File: src/rtl/tlb_cache.sv
module tlb_cache #(
  parameter int ENTRIES = 8,
  parameter int VPN_W   = 20,
  parameter int PPN_W   = 20
) (
  input  logic             clk,
  input  logic             rst_n,
  input  logic [VPN_W-1:0] lookup_vpn,
  output logic             lookup_hit,
  output logic [PPN_W-1:0] lookup_ppn,
  output logic             lookup_user,
  output logic             lookup_wr,
  input  logic             fill_en,
  input  logic [VPN_W-1:0] fill_vpn,
  input  logic [PPN_W-1:0] fill_ppn,
  input  logic             fill_user,
  input  logic             fill_wr,
  input  logic             base_wr,
  input  logic             inval_en,
  input  logic [VPN_W-1:0] inval_vpn
);
  localparam int IDX_W = (ENTRIES > 1) ? $clog2(ENTRIES) : 1;
  localparam logic [IDX_W-1:0] LAST = IDX_W'(ENTRIES - 1);

  logic [ENTRIES-1:0] valid_q, user_q, wr_q;
  logic [VPN_W-1:0]   tag_q [ENTRIES];
  logic [PPN_W-1:0]   ppn_q [ENTRIES];
  logic [IDX_W-1:0]   rr_q;

  logic [ENTRIES-1:0] look_m, inval_m, fill_m, kept, fill_sel;

  for (genvar g = 0; g < ENTRIES; g++) begin : g_cmp
    assign look_m[g]  = valid_q[g] && (tag_q[g] == lookup_vpn);
    assign inval_m[g] = valid_q[g] && (tag_q[g] == inval_vpn);
    assign fill_m[g]  = tag_q[g] == fill_vpn;
  end

  assign kept = valid_q & ~({ENTRIES{base_wr}}) & ~({ENTRIES{inval_en}} & inval_m);

  always_comb begin
    lookup_ppn  = '0;
    lookup_user = 1'b0;
    lookup_wr   = 1'b0;
    for (int i = 0; i < ENTRIES; i++) begin
      if (look_m[i]) begin
        lookup_ppn  = lookup_ppn | ppn_q[i];
        lookup_user = lookup_user | user_q[i];
        lookup_wr   = lookup_wr | wr_q[i];
      end
    end
  end
  assign lookup_hit = |look_m;

  logic             have_hit, have_free, use_rr;
  logic [IDX_W-1:0] hit_idx, free_idx, tgt;

  always_comb begin
    have_hit  = 1'b0;
    have_free = 1'b0;
    hit_idx   = '0;
    free_idx  = '0;
    for (int i = ENTRIES - 1; i >= 0; i--) begin
      if (kept[i] && fill_m[i]) begin
        have_hit = 1'b1;
        hit_idx  = IDX_W'(i);
      end
      if (!kept[i]) begin
        have_free = 1'b1;
        free_idx  = IDX_W'(i);
      end
    end
  end

  assign use_rr   = !have_hit && !have_free;
  assign tgt      = have_hit ? hit_idx : (have_free ? free_idx : rr_q);
  assign fill_sel = fill_en ? (ENTRIES'(1) << tgt) : '0;

  always_ff @(posedge clk) begin
    if (!rst_n) begin
      valid_q <= '0;
      rr_q    <= '0;
    end else begin
      valid_q <= kept | fill_sel;
      if (fill_en && use_rr) rr_q <= (rr_q == LAST) ? '0 : rr_q + 1'b1;
    end
  end

  always_ff @(posedge clk) begin
    if (fill_en) begin
      tag_q[tgt]  <= fill_vpn;
      ppn_q[tgt]  <= fill_ppn;
      user_q[tgt] <= fill_user;
      wr_q[tgt]   <= fill_wr;
    end
  end

  logic dup;
  always_comb begin
    dup = 1'b0;
    for (int i = 0; i < ENTRIES; i++)
      for (int j = i + 1; j < ENTRIES; j++)
        if (valid_q[i] && valid_q[j] && tag_q[i] == tag_q[j]) dup = 1'b1;
  end

  p_single_match_r2: assert property (@(posedge clk) disable iff (!rst_n)
    $onehot0(look_m));

  p_no_duplicate_r5: assert property (@(posedge clk) disable iff (!rst_n)
    !dup);

  p_fill_visible_r3: assert property (@(posedge clk) disable iff (!rst_n)
    fill_en |=> (lookup_vpn != $past(fill_vpn)) ||
                (lookup_hit && lookup_ppn == $past(fill_ppn)));

  p_flush_all_r6: assert property (@(posedge clk) disable iff (!rst_n)
    base_wr |=> $countones(valid_q) <= 1);

  p_inval_gone_r7: assert property (@(posedge clk) disable iff (!rst_n)
    (inval_en && !(fill_en && fill_vpn == inval_vpn)) |=>
      (lookup_vpn != $past(inval_vpn)) || !lookup_hit);
endmodule

File: config.mk
export PLATFORM = sky130hd
export DESIGN_NAME = tlb_cache
export DESIGN_NICKNAME = d
export VERILOG_FILES = /design/src/rtl/tlb_cache.sv
export SDC_FILE = /design/constraint.sdc
export NUM_CORES = 1
export LEC_CHECK = 0
export BUFFER_PORTS_ARGS = -buffer_cell sky130_fd_sc_hd__clkbuf_2
export CAP_MARGIN = 20
export CORE_UTILIZATION = 45
export CTS_CLUSTER_SIZE = 12
export DETAILED_ROUTE_END_ITERATION = 6
export GPL_TIMING_DRIVEN = 0
export PLACE_DENSITY_LB_ADDON = 0.12
export SETUP_SLACK_MARGIN = 0.3
export SYNTH_ARGS = -nofsm -noshare
export SYNTH_HDL_FRONTEND = slang
export SYNTH_SLANG_ARGS = --single-unit
export TNS_END_PERCENT = 30
File: constraint.sdc
create_clock -name clk -period 9.3 [get_ports clk]
set_input_delay 1.395 -clock clk [delete_from_list [all_inputs] [get_ports clk]]
set_output_delay 1.395 -clock clk [all_outputs]
set_load 0.1 [all_outputs]
Yosys cells after proc, flatten, opt, wreduce, memory -nomap -nowiden
Memory sizes are Yosys's and may differ from the RTL's.
Index checks and enable logic that the tools add are counted.
{"block": "classes", "bitwise": 27, "eq_ne": 25, "muxes": 66, "add_sub_neg": 1, "n_lt_le_gt_ge": 2, "reduce_logical": 30, "n_shift": 1}
{"operator": "20-bit == test", "count": 24}
{"operator": "20-bit 2-to-1 mux", "count": 8}
{"operator": "20-bit OR", "count": 7}
{"operator": "3-bit 2-to-1 mux", "count": 19}
{"operator": "1-bit 2-to-1 mux", "count": 35}
{"operator": "1-bit logical AND", "count": 27}
{"operator": "8-bit AND", "count": 3}
{"operator": "8-bit bitwise mux", "count": 2}
{"operator": "8-bit inverter", "count": 2}
{"operator": "1-bit OR", "count": 14}
{"operator": "8-bit 2-to-1 mux", "count": 1}
{"operator": "8-bit OR", "count": 1}
{"operator": "8-bit OR reduction", "count": 1}
{"operator": "1-bit by 3-bit << shifter with 8-bit output, first input constant", "count": 1}
{"operator": "3-bit by 4-bit < comparator with 1-bit output, second input constant", "count": 1}
{"operator": "3-bit by 1-bit adder with 3-bit output, second input constant", "count": 1}
{"operator": "1-bit demux with 3-bit select", "count": 1}
{"operator": "3-bit == test, second input constant", "count": 1}
{"operator": "3-bit by 1-bit greater-or-equal comparator with 1-bit output, second input constant", "count": 1}
{"operator": "1-bit zero test", "count": 2}
{"block": "word_totals", "output_inout_bits": 23, "elab_cells": 158, "ram_bits": 320, "n_memories": 2, "ff_bits": 27}
{"name": "ppn_q", "words": 8, "width": 20, "rd": 8, "rd_ports_with_merged_regs": 0, "write_ports": 1, "line": "27", "text": "logic [PPN_W-1:0] ppn_q [ENTRIES];"}
{"name": "tag_q", "words": 8, "width": 20, "rd": 8, "rd_ports_with_merged_regs": 0, "write_ports": 1, "line": "26", "text": "logic [VPN_W-1:0] tag_q [ENTRIES];"}

Logic depth before layout (Yosys ltp)
Gate-level depths: netlist of run 1.
{"block": "depth", "ltp_word": 20, "mapped_depth": 11, "mapped_depth_nobuf": 9}

Worst setup path after synthesis of run 1
OpenSTA, ideal clock, no wires.
{"block": "synth_timing", "path_type": "input to register", "startpoint": "in inval_vpn[13]", "endpoint": "mem ppn_q[2][0], enable pin", "path_slack_ps": 3778, "arrival_ps": 5081, "stages": 11, "n_path_buf": 2, "setup_time_ps": 441, "cell_sequence": "buf_2 xnor2_1 nand4_1 nor4_4 a2111oi_4 nor4_4 and2_2 o211ai_1 and2_1 buf_2 nor2_1"}
{"block": "synth_between", "elab_chain_cells": 15, "elab_cells_between_ends": 61, "classes_between": "eq/ne (8); mux (34); bitwise (3); reduce/logical (16)"}
{"element": "start: declaration", "line": "20", "text": "input logic [VPN_W-1:0] inval_vpn"}
{"element": "20-bit == test", "line": "34", "text": "assign inval_m[g] = valid_q[g] && (tag_q[g] == inval_vpn);"}
{"element": "1-bit logical AND", "line": "34"}
{"element": "8-bit AND (*)", "line": "38", "text": "assign kept = valid_q & ~({ENTRIES{base_wr}}) & ~({ENTRIES{inval_en}} & inval_m);"}
{"element": "8-bit inverter (*)", "line": "38"}
{"element": "8-bit AND (*)", "line": "38"}
{"element": "3-bit 2-to-1 mux, or another cell as far along (8 in a row)", "line": "67", "text": "if (!kept[i]) begin"}
{"element": "3-bit 2-to-1 mux, or another cell as far along", "line": "75", "text": "assign tgt = have_hit ? hit_idx : (have_free ? free_idx : rr_q);"}
{"element": "3-bit 2-to-1 mux (*)", "line": "75"}
{"element": "end: declaration", "line": "27"}
Mark *: on every way between the ends. The rest lies on a longest branch, timed or not.

Final worst setup path of run 1
{"block": "layout_timing", "startpoint": "in lookup_vpn[10]", "endpoint": "out lookup_ppn[14]"}
{"block": "layout_between", "elab_chain_cells": 17, "elab_cells_between_ends": 31, "classes_between": "eq/ne (8); mux (8); bitwise (7); reduce/logical (8)"}
{"element": "start: declaration", "line": "8", "text": "input logic [VPN_W-1:0] lookup_vpn,"}
{"element": "20-bit == test", "line": "33", "text": "assign look_m[g] = valid_q[g] && (tag_q[g] == lookup_vpn);"}
{"element": "1-bit logical AND", "line": "33"}
{"element": "20-bit 2-to-1 mux", "line": "45", "text": "if (look_m[i]) begin"}
{"element": "20-bit OR", "line": "46", "text": "lookup_ppn = lookup_ppn | ppn_q[i];"}
{"element": "20-bit 2-to-1 mux", "line": "45"}
{"element": "20-bit OR", "line": "46"}
{"element": "20-bit 2-to-1 mux", "line": "45"}
{"element": "20-bit OR", "line": "46"}
{"element": "20-bit 2-to-1 mux", "line": "45"}
{"element": "20-bit OR", "line": "46"}
{"element": "20-bit 2-to-1 mux", "line": "45"}
{"element": "20-bit OR", "line": "46"}
{"element": "20-bit 2-to-1 mux", "line": "45"}
{"element": "20-bit OR", "line": "46"}
{"element": "20-bit 2-to-1 mux", "line": "45"}
{"element": "20-bit OR", "line": "46"}
{"element": "20-bit 2-to-1 mux (*)", "line": "45"}
{"element": "end: declaration", "line": "10", "text": "output logic [PPN_W-1:0] lookup_ppn,"}
Marked as above.

==> results of run 1 <==
stage by stage:
| stage | utilization, % | power [uW] | std cells | hold slack (ns) | area, um2 |
|---|---|---|---|---|---|
| after floorplan | - | 1939 | 1292 | 0.4780 | 17650 |
| after global placement | 48.23 | 2074 | 1878 | 0.5255 | 18640 |
| after detailed placement | 49.38 | 2078 | 1898 | 0.5401 | 19080 |
| after CTS | 52.45 | 3553 | 1963 | 0.5574 | 20270 |
| after global routing | 52.47 | 3627 | 1964 | 0.5834 | 20280 |
| final | 52.47 | 3542 | 1964 | 0.5604 | 20280 |
metal layers:
metal,up-vias,track usage (%),part of all wire (%)
met1,6018,45.64,40
li1,5050,-,-
met2,572,57.23,46
met3,153,5.444,6.4
met4,2,21.91,6.9
met5,-,0,0.019
kinds of logic after synthesis:
family                   synth area share (%)
XOR/XNOR                                23.82
flip-flops                              58.41
AND/OR/NAND/NOR                         8.421
AO/OA/AOI/OAI                           6.160
buffers and inverters                   2.878
multiplexers                           0.1701
adder cells (fa/ha/maj)                0.1418
sequential cells by signal (all words and copies together) (netlist names):
| signal | cells |
|---|---|
| user_q | 8 |
| valid_q | 8 |
| ppn_q | 160 |
| tag_q | 160 |
| rr_q | 3 |
| wr_q | 8 |
path summary, 6_finish.rpt:
check	startpoint	endpoint	slack, ns	cells past startpoint
worst max-delay path	lookup_vpn[10]	lookup_ppn[14]	2.00	10
worst max register to register	tag_q[1][11]$_DFFE_PP_	tag_q[2][17]$_DFFE_PP_	4.34	11
worst min-delay path	rr_q[1]$_SDFFE_PN0P_	rr_q[1]$_SDFFE_PN0P_	0.56	2
worst min register to register	rr_q[1]$_SDFFE_PN0P_	rr_q[1]$_SDFFE_PN0P_	0.56	2
cell usage after synthesis (2+ instances only):
cell / n
and4_1: 2
o21a_1: 2
clkbuf_1: 28
nor3_1: 8
nor4_1: 68
o22ai_1: 4
nand4_1: 63
nor2_1: 16
buf_6: 16
nand3_1: 45
nor4_2: 2
or2_1: 4
a31oi_1: 3
nand2_1: 20
o21ai_0: 2
or3_4: 2
inv_1: 5
a22o_1: 22
buf_4: 8
buf_2: 26
and2_1: 2
or3_1: 2
a22oi_1: 44
ha_1: 2
mux2i_1: 3
a221oi_1: 22
o211ai_1: 2
dfxtp_1: 11
a2111oi_4: 3
xor2_1: 237
o21ai_1: 4
a21o_1: 3
a21boi_1: 2
a21oi_1: 4
edfxtp_1: 336
nor4_4: 4
nand3b_1: 2
and3_1: 2
xnor2_1: 243
layout make-up:
| class | count | area [um2] |
|---|---|---|
| Sequential cell | 347 | 10310 |
| Clock inverter | 14 | 127.6 |
| Multi-Input combinational cell | 860 | 6937 |
| Tap cell | 518 | 648.1 |
| Fill cell | 3340 | 18370 |
| Timing Repair Buffer | 89 | 684.4 |
| Clock buffer | 51 | 1062 |
| Inverter | 5 | 18.77 |
| Buffer | 80 | 489.2 |
critical path, stage by stage:
cell      delay [ns]
clkbuf_1        0.80
xor2_1          0.50
nor4_1          0.89
nand4_1         0.24
nor4_2          0.41
buf_4           0.28
clkbuf_1        0.56
a22oi_1         0.18
nand3_1         0.14
clkbuf_2        0.48
power groups by stage:
stage | Sequential (uW) | Clock [uW] | Combinational, uW
after floorplan | 1780 | 0 | 161
after CTS | 1750 | 1510 | 298
after global placement | 1780 | 0 | 291
final | 1750 | 1490 | 305
after detailed placement | 1780 | 0 | 297
after global routing | 1750 | 1570 | 312
==> results.yml, run 1 <==
run_status:
  outcome: "finished, violations left"
  violations: "DRC"
die:
  die_w_um: 200.1
  io_pins: 110
  fp-row-count: 72
  die_area_mm2: 0.04002
  design.core.area_mm2: 0.03865
  die-height_um: 200.1
  initial_utilization_pct: 45.67
power:
  p_leak_uw: 0.006598
  p_comb_share_pct: 8.6
  seqPwrFrac_pct: 49.4
  power.density_mw_per_mm2: 174.7
  p_sw_uw: 854.9
  p_sw_share_pct: 24.13
  vdd_ir_drop_max_mv: 0.1604
  p_clk_share_pct: 42.0
  p_int_uw: 2687
drt:
  vias: 11800
  avgViaCountPerCell: 6.006
  ant_nets: 0
  wire_per_inst_um: 35.65
  firstDrtPassIters: 7
  drc: 5
  drt_iter0_markers: 1096
  wl_um: 70020
sta:
  tightest_slew_ns: 1.217
  hold_viol: 0
  max_freq_mhz: 137.1
  fin_skew_ns: 0.01575
  timing.final.crit_share_pct: 78.45
  setup_ws_ns: 2.004
  fin_crit_ns: 7.296
  tns_ns: 0
  rsz0062_at_grt: "no"
  slew_viol_final: 0
  setup_violations: 0
  slew_headroom_pct: 18.85
cells_and_area:
  syn_to_final_growth_pct: 14.88
  layout-drive-gt1-share_pct: 15.56
  final_cell_mix: "336 x edfxtp_1, 243 x xnor2_1, 237 x xor2_1"
  diodes: 0
  mostFrequentLayoutCell: "edfxtp_1"
  fin_nets: 1512
synth:
  yosysTopAreaCell: "edfxtp_1"
  syn-num-nets: 1381
  synth_area_mm2: 0.01765
  synth_cells: 1292
  synth_flop_cell: "edfxtp_1"
  ys_warn_count: 0
  synth.distinct_cells: 57
  synth_seq_cells: 347
  syn_area_per_cell_um2: 13.66
  synth.area.top_cells: "edfxtp_1 57%, xnor2_1 12%, xor2_1 12%"
  synth_edf_count: 336
  synthArstFlopShare_pct: 0
  yosysTopAreaCellShare_pct: 57.16
  ys_seq_area_share_pct: 58.41
critical_path:
  worstSetupPathType: "in -> out"
  crit_path_max_fanout: 10
  cp_data_required_time_ns: 7.91
  start_kind: "primary input"
  cp-end-kind: "output port"
  cp.arrival_ns: 5.90
clock_network:
  h-tree-depth: 2
  cts_buffers: 40
  clock_latency_ns: 0.56
  clk_pin_slew_ns: 0.05
  root_buffer: "clkbuf_16"
  cts_setup_buffers: 0
  clockBufferDepth: 3
  cts_hold_buffers: 0
  clock_sinks: 347
  cts_tree: "yes"
  cts_resized: 0
place:
  pre_cts_ws_ns: 2.283
  io_buffers: 68
  dp_hpwl_um: 50450
  place_congestion: 1.015
min_path:
  hp-class: "reg -> reg"
flow_run:
  drv_cap: 0
global_route:
  antenna_found_initial: 1
  gr-total-overflow: 0
  grt_pass1_vias: 11480
  grt_max_degree: 25
  grt_pass1_wl_um: 93880
  track_usage_pct: 35.68
(Power assumes the default switching activity.)
==> run 2: changes to the inputs <==
ABC_AREA = 1   (was unset)
clock period = 7.1 ns   (was 9.3 ns; I/O delays follow)
==> run 2 against run 1 <==
Against the previous run: the run still ends with DRC left; flip-flop and latch count unchanged; final area up 4.1%; synthesized cell count up 52%; combinational power up 43%; via count up 38%; largest cell class unchanged; highest routed layer unchanged.
==> results.yml, run 2 <==
run_status:
  outcome: "finished, violations left"
  violations: "DRC"
global_route:
  track_usage_pct: 41.83
  grt_pass1_vias: 15080
  antenna_found_initial: 4
  gr-total-overflow: 0
  grt_max_degree: 33
  grt_pass1_wl_um: 118400
min_path:
  hp-class: "reg -> reg"
  hold_path_depth: 2
clock_network:
  cts_buffers: 39
  clk_pin_slew_ns: 0.05
  root_buffer: "clkbuf_16"
  cts_resized: 0
  cts_setup_buffers: 0
  clock_sinks: 347
  clockBufferDepth: 3
  h-tree-depth: 2
  clock_latency_ns: 0.57
  cts_tree: "yes"
  cts_hold_buffers: 0
synth:
  synthArstFlopShare_pct: 0
  syn-num-nets: 2053
  synth_cells: 1964
  synth.area.top_cells: "edfxtp_1 54%, nand2_1 9.8%, xnor2_1 4.7%"
  synthTopCellsByCount: "488 x nand2_1, 336 x edfxtp_1, 189 x inv_1"
  yosysTopAreaCellShare_pct: 54.07
  ys_warn_count: 0
  synth_seq_cells: 347
  synth_flop_cell: "edfxtp_1"
  syn_area_per_cell_um2: 9.501
  synth_edf_count: 336
  yosysTopAreaCell: "edfxtp_1"
  ys_seq_area_share_pct: 55.25
  synth.distinct_cells: 43
  synth_area_mm2: 0.01866
  yosys.cell_count.top_type: "nand2_1"
critical_path:
  start_kind: "primary input"
  cp.arrival_ns: 5.11
  crit_buf_inv: 5
  worstSetupPathType: "in -> out"
  cpMostUsedCell: "inv_1"
  crit_path_max_fanout: 10
  cp_cell_sequence: "buf_2 > inv_1 > o22ai_1 > nor2_1 > nand3_1 > a211oi_1 > nand3b_1 > inv_1 > clkbuf_1 > a22oi_1 > nand4_1 > clkbuf_2"
  slowest_delay_ns: 0.86
  cp.depth: 12
  r2r_cells: 18
  cpMaxStageDelayCell: "a211oi_1"
  cpLargestDelayFamily: "buffers and inverters"
  cp_data_required_time_ns: 6.03
  cp-end-kind: "output port"
power:
  vdd_ir_drop_max_mv: 0.2751
  p_leak_uw: 0.008252
  power.density_mw_per_mm2: 227.4
cells_and_area:
  fin_nets: 2173
  top_regs: "ppn_q: 160 flops, tag_q: 160 flops"
  layout-drive-gt1-share_pct: 12.02
  n_fill_cell: 3664
  syn_to_final_growth_pct: 13.17
  post-route-cell-area_mm2: 0.02112
  fin_cells: 2637
  final_cell_mix: "488 x nand2_1, 336 x edfxtp_1, 186 x nor2_1"
  mostFrequentLayoutCell: "nand2_1"
flow_run:
  drv_cap: 0
place:
  dp_hpwl_um: 65890
  io_buffers: 71
  place_area_mm2: 0.01984
  place_congestion: 1.128
  dp_cells: 2575
sta:
  rsz0062_at_grt: "no"
  tns_ns: 0
  fin_skew_ns: 0.01982
  tightest_slew_ns: 1.242
  fin_crit_ns: 6.172
  slew_viol_final: 0
  setup_violations: 0
  max_freq_mhz: 162.0
  slew_headroom_pct: 16.42
  hold_viol: 0
  timing.final.crit_share_pct: 86.93
drt:
  vias: 16300
  avgViaCountPerCell: 6.182
  drt_iter0_markers: 2382
  wire_per_inst_um: 33.41
  firstDrtPassIters: 7
  wl_um: 88110
  ant_nets: 0
  drc: 1
die:
  die_area_mm2: 0.04228
  design.core.area_mm2: 0.04083
  initial_utilization_pct: 45.70
  die-height_um: 205.6
  fp-row-count: 74
  io_pins: 110
  die_w_um: 205.6
-- run 2: changes by cell type in the layout (fill, tap and decap cells not counted), moves of 70 or more --
cell and delta:
xor2_1 -154, inv_1 +176, nand2_1 +468, o22ai_1 +70, xnor2_1 -142, nor2_1 +178
-- run 2: path summary, 6_finish.rpt --
| check | startpoint | endpoint | slack [ns] |
|---|---|---|---|
| setup / recovery | lookup_vpn[13] | lookup_ppn[1] | 0.93 |
| hold reg to reg | rr_q[0]$_SDFFE_PN0P_ | rr_q[0]$_SDFFE_PN0P_ | 0.51 |
| setup reg to reg | tag_q[2][7]$_DFFE_PP_ | ppn_q[4][10]$_DFFE_PP_ | 2.85 |
| hold / removal | rr_q[0]$_SDFFE_PN0P_ | rr_q[0]$_SDFFE_PN0P_ | 0.51 |
-- run 2: kinds of logic (layout without fill, tap and decap cells) --
family	count (synthesis)	in the layout	synth area share, %
buffers and inverters	295	435	7.048
other	0	1	0
AOI/OAI and AO/OA	294	294	10.07
DFF	347	347	55.25
adders and majority gates	2	2	0.1341
and+or+nand+nor	842	842	18.86
xor gates and xnor gates	184	184	8.637
-- run 2: metal layers --
metal	vias to the layer above	share of wire (%)	global-route usage, %
li1	6950	-	-
met5	-	0.026	0
met2	1173	46	66.93
met4	4	8.0	29.10
met3	300	9.7	8.616
met1	7874	36	50.54
-- run 2: final cells by class --
type | count | area [um2] | share of cell area, %
Sequential cell | 347 | 10310 | 48.82
Multi-Input combinational cell | 1322 | 7034 | 33.31
Clock buffer | 46 | 1002 | 4.746
Inverter | 219 | 844.6 | 4.000
Tap cell | 532 | 665.6 | 3.152
Timing Repair Buffer | 79 | 515.5 | 2.441
Buffer | 76 | 470.5 | 2.228
Clock inverter | 15 | 271.5 | 1.286
Antenna cell | 1 | 2.502 | 0.01185
-- run 2: where the power goes --
group / total [uW] / leakage [uW] / internal (uW) / switching [uW]
sequential: 2290 / 0.00314 / 2270 / 21.7
combinational: 435 / 0.00450 / 114 / 321
clock: 2070 / 0.000616 / 1260 / 816
total: 4800 / 0.00825 / 3640 / 1160
-- run 2: worst reg2reg max path, delay by kind of cell (launching register included) --
kind | cells | cell delay, ns
compound gates | 1 | 0.09
buf+inv | 4 | 1.01
flops | 1 | 0.52
simple gates | 13 | 2.25
-- run 2: stage by stage --
| step | hold WS, ns | setup WS [ns] | utilization (%) | power, uW |
|---|---|---|---|---|
| final | 0.5107 | 0.9277 | 51.72 | 4801 |
| after global routing | 0.5429 | 0.9589 | 51.71 | 4888 |
| after CTS | 0.5098 | 1.243 | 51.71 | 4777 |
| after detailed placement | 0.5011 | 1.248 | 48.59 | 2747 |
| after global placement | 0.4837 | 1.056 | 48.20 | 2745 |
| after floorplan | 0.4621 | 2.778 | - | 2545 |
==> run 3: changes to the inputs <==
BUFFER_PORTS_ARGS = unset   (was -buffer_cell sky130_fd_sc_hd__clkbuf_2)
DONT_BUFFER_PORTS = 1   (was unset)
==> run 3 against run 2 <==
Against the previous run: the run now ends clean; register-to-register slack got worse by 0.02 ns; flip-flop and latch count stayed put; critical path depth is 2 lower; clock power down 6%; utilization decreased by 0.10 points; non-clock buffer count is 51 lower; critical endpoint is now lookup_ppn[3].
==> results.yml, run 3 (synthesis gave the netlist of run 2 again) <==
run_status:
  outcome: "finished, final reports clean"
drt:
  vias: 16170
  wl_um: 88490
  drc: 0
  firstDrtPassIters: 6
  ant_nets: 0
  wire_per_inst_um: 34.20
  drt_iter0_markers: 2052
  avgViaCountPerCell: 6.252
die:
  die_w_um: 205.6
  die_area_mm2: 0.04228
  design.core.area_mm2: 0.04083
  initial_utilization_pct: 45.70
  die-height_um: 205.6
  fp-row-count: 74
  io_pins: 110
clock_network:
  root_buffer: "clkbuf_16"
  h-tree-depth: 2
  cts_setup_buffers: 0
  clockBufferDepth: 3
  cts_tree: "yes"
  clk_pin_slew_ns: 0.06
  cts_hold_buffers: 0
  cts_buffers: 39
  clock_latency_ns: 0.57
  clock_sinks: 347
  cts_resized: 0
power:
  finalPower_uw: 4626
  vdd_ir_drop_max_mv: 0.2259
  p_leak_uw: 0.008090
  power.density_mw_per_mm2: 219.5
place:
  io_buffers: 0
  place_area_mm2: 0.01987
  dp_hpwl_um: 65760
  place_congestion: 1.100
sta:
  max_freq_mhz: 159.8
  slew_headroom_pct: 9.882
  tightest_slew_ns: 1.341
  setup_violations: 0
  tns_ns: 0
  hold_ws_ns: 0.5010
  rsz0062_at_grt: "no"
  timing.final.crit_share_pct: 88.12
  fin_crit_ns: 6.256
  hold_viol: 0
  fin_skew_ns: 0.02503
  slew_viol_final: 0
global_route:
  grt_pass1_vias: 15420
  gr-total-overflow: 0
  grt_pass1_wl_um: 119400
  track_usage_pct: 42.20
  grt_max_degree: 34
  antenna_found_initial: 1
min_path:
  hold_path_depth: 2
  hp-class: "reg -> reg"
critical_path:
  crit_path_max_fanout: 10
  r2r_cells: 17
  cpMaxStageDelayCell: "nor4_1"
  cp-end-kind: "output port"
  cp.depth: 10
  cp_cell_sequence: "buf_2 > clkinv_1 > nand2_1 > o21ai_0 > nor4_1 > nand4_1 > inv_1 > clkbuf_1 > a221oi_1 > nand3_1"
  start_kind: "primary input"
  cp.arrival_ns: 5.19
  worstSetupPathType: "in -> out"
  cp_data_required_time_ns: 6.03
  slowest_delay_ns: 0.92
  crit_buf_inv: 4
  cpLargestDelayFamily: "simple AND/OR/NAND/NOR gates"
  rrSetupSlack_ns: 2.83
cells_and_area:
  fin_nets: 2122
  final_cell_mix: "488 x nand2_1, 336 x edfxtp_1, 186 x nor2_1"
  mostFrequentLayoutCell: "nand2_1"
  n_fill_cell: 3692
  top_regs: "ppn_q: 160 flops, tag_q: 160 flops"
  syn_to_final_growth_pct: 12.95
  post-route-cell-area_mm2: 0.02108
  layout-drive-gt1-share_pct: 9.932
flow_run:
  drv_cap: 0
[run 3: tightest hold or removal path, cell delays in order, from the launching register on]
cell     delay, ns
dfxtp_1       0.32
inv_1         0.08
a21oi_1       0.06
[run 3: power by group]
| part | switching, uW | leakage [uW] | internal, uW |
|---|---|---|---|
| clock network | 829 | 0.000583 | 1120 |
| logic | 283 | 0.00437 | 106 |
| registers | 20.7 | 0.00314 | 2270 |
| total | 1130 | 0.00809 | 3490 |
[run 3: per-layer routing]
layer  GRT usage [%]  part of all wire [%]
met5               0                     0
met4           31.88                   8.6
met3           9.075                    11
met2           66.77                    46
met1           50.40                    35
[run 3: worst paths after layout]
path | endpoint | from
max | lookup_ppn[3] | lookup_vpn[1]
min | rr_q[0]$_SDFFE_PN0P_ | rr_q[0]$_SDFFE_PN0P_
max reg2reg | ppn_q[5][8]$_DFFE_PP_ | tag_q[7][0]$_DFFE_PP_
min reg2reg | rr_q[0]$_SDFFE_PN0P_ | rr_q[0]$_SDFFE_PN0P_
[run 3: layout make-up]
type	instances	area (um2)	area share, %
Sequential cell	347	10310	48.92
Timing Repair Buffer	28	558.0	2.648
Antenna cell	1	2.502	0.01187
Tap cell	532	665.6	3.158
Clock inverter	12	98.84	0.4690
Clock buffer	50	1091	5.177
Inverter	219	844.6	4.007
Buffer	76	470.5	2.232
Multi-Input combinational cell	1322	7034	33.38
[run 3: metrics by stage]
step | util [%] | std cells | setup slack (ns)
after CTS | 51.57 | 2584 | 1.019
after global placement | 47.33 | 2496 | 0.8142
after global routing | 51.61 | 2586 | 0.9672
after detailed placement | 48.66 | 2522 | 1.075
after floorplan | - | 1964 | 2.778
final | 51.61 | 2587 | 0.8438
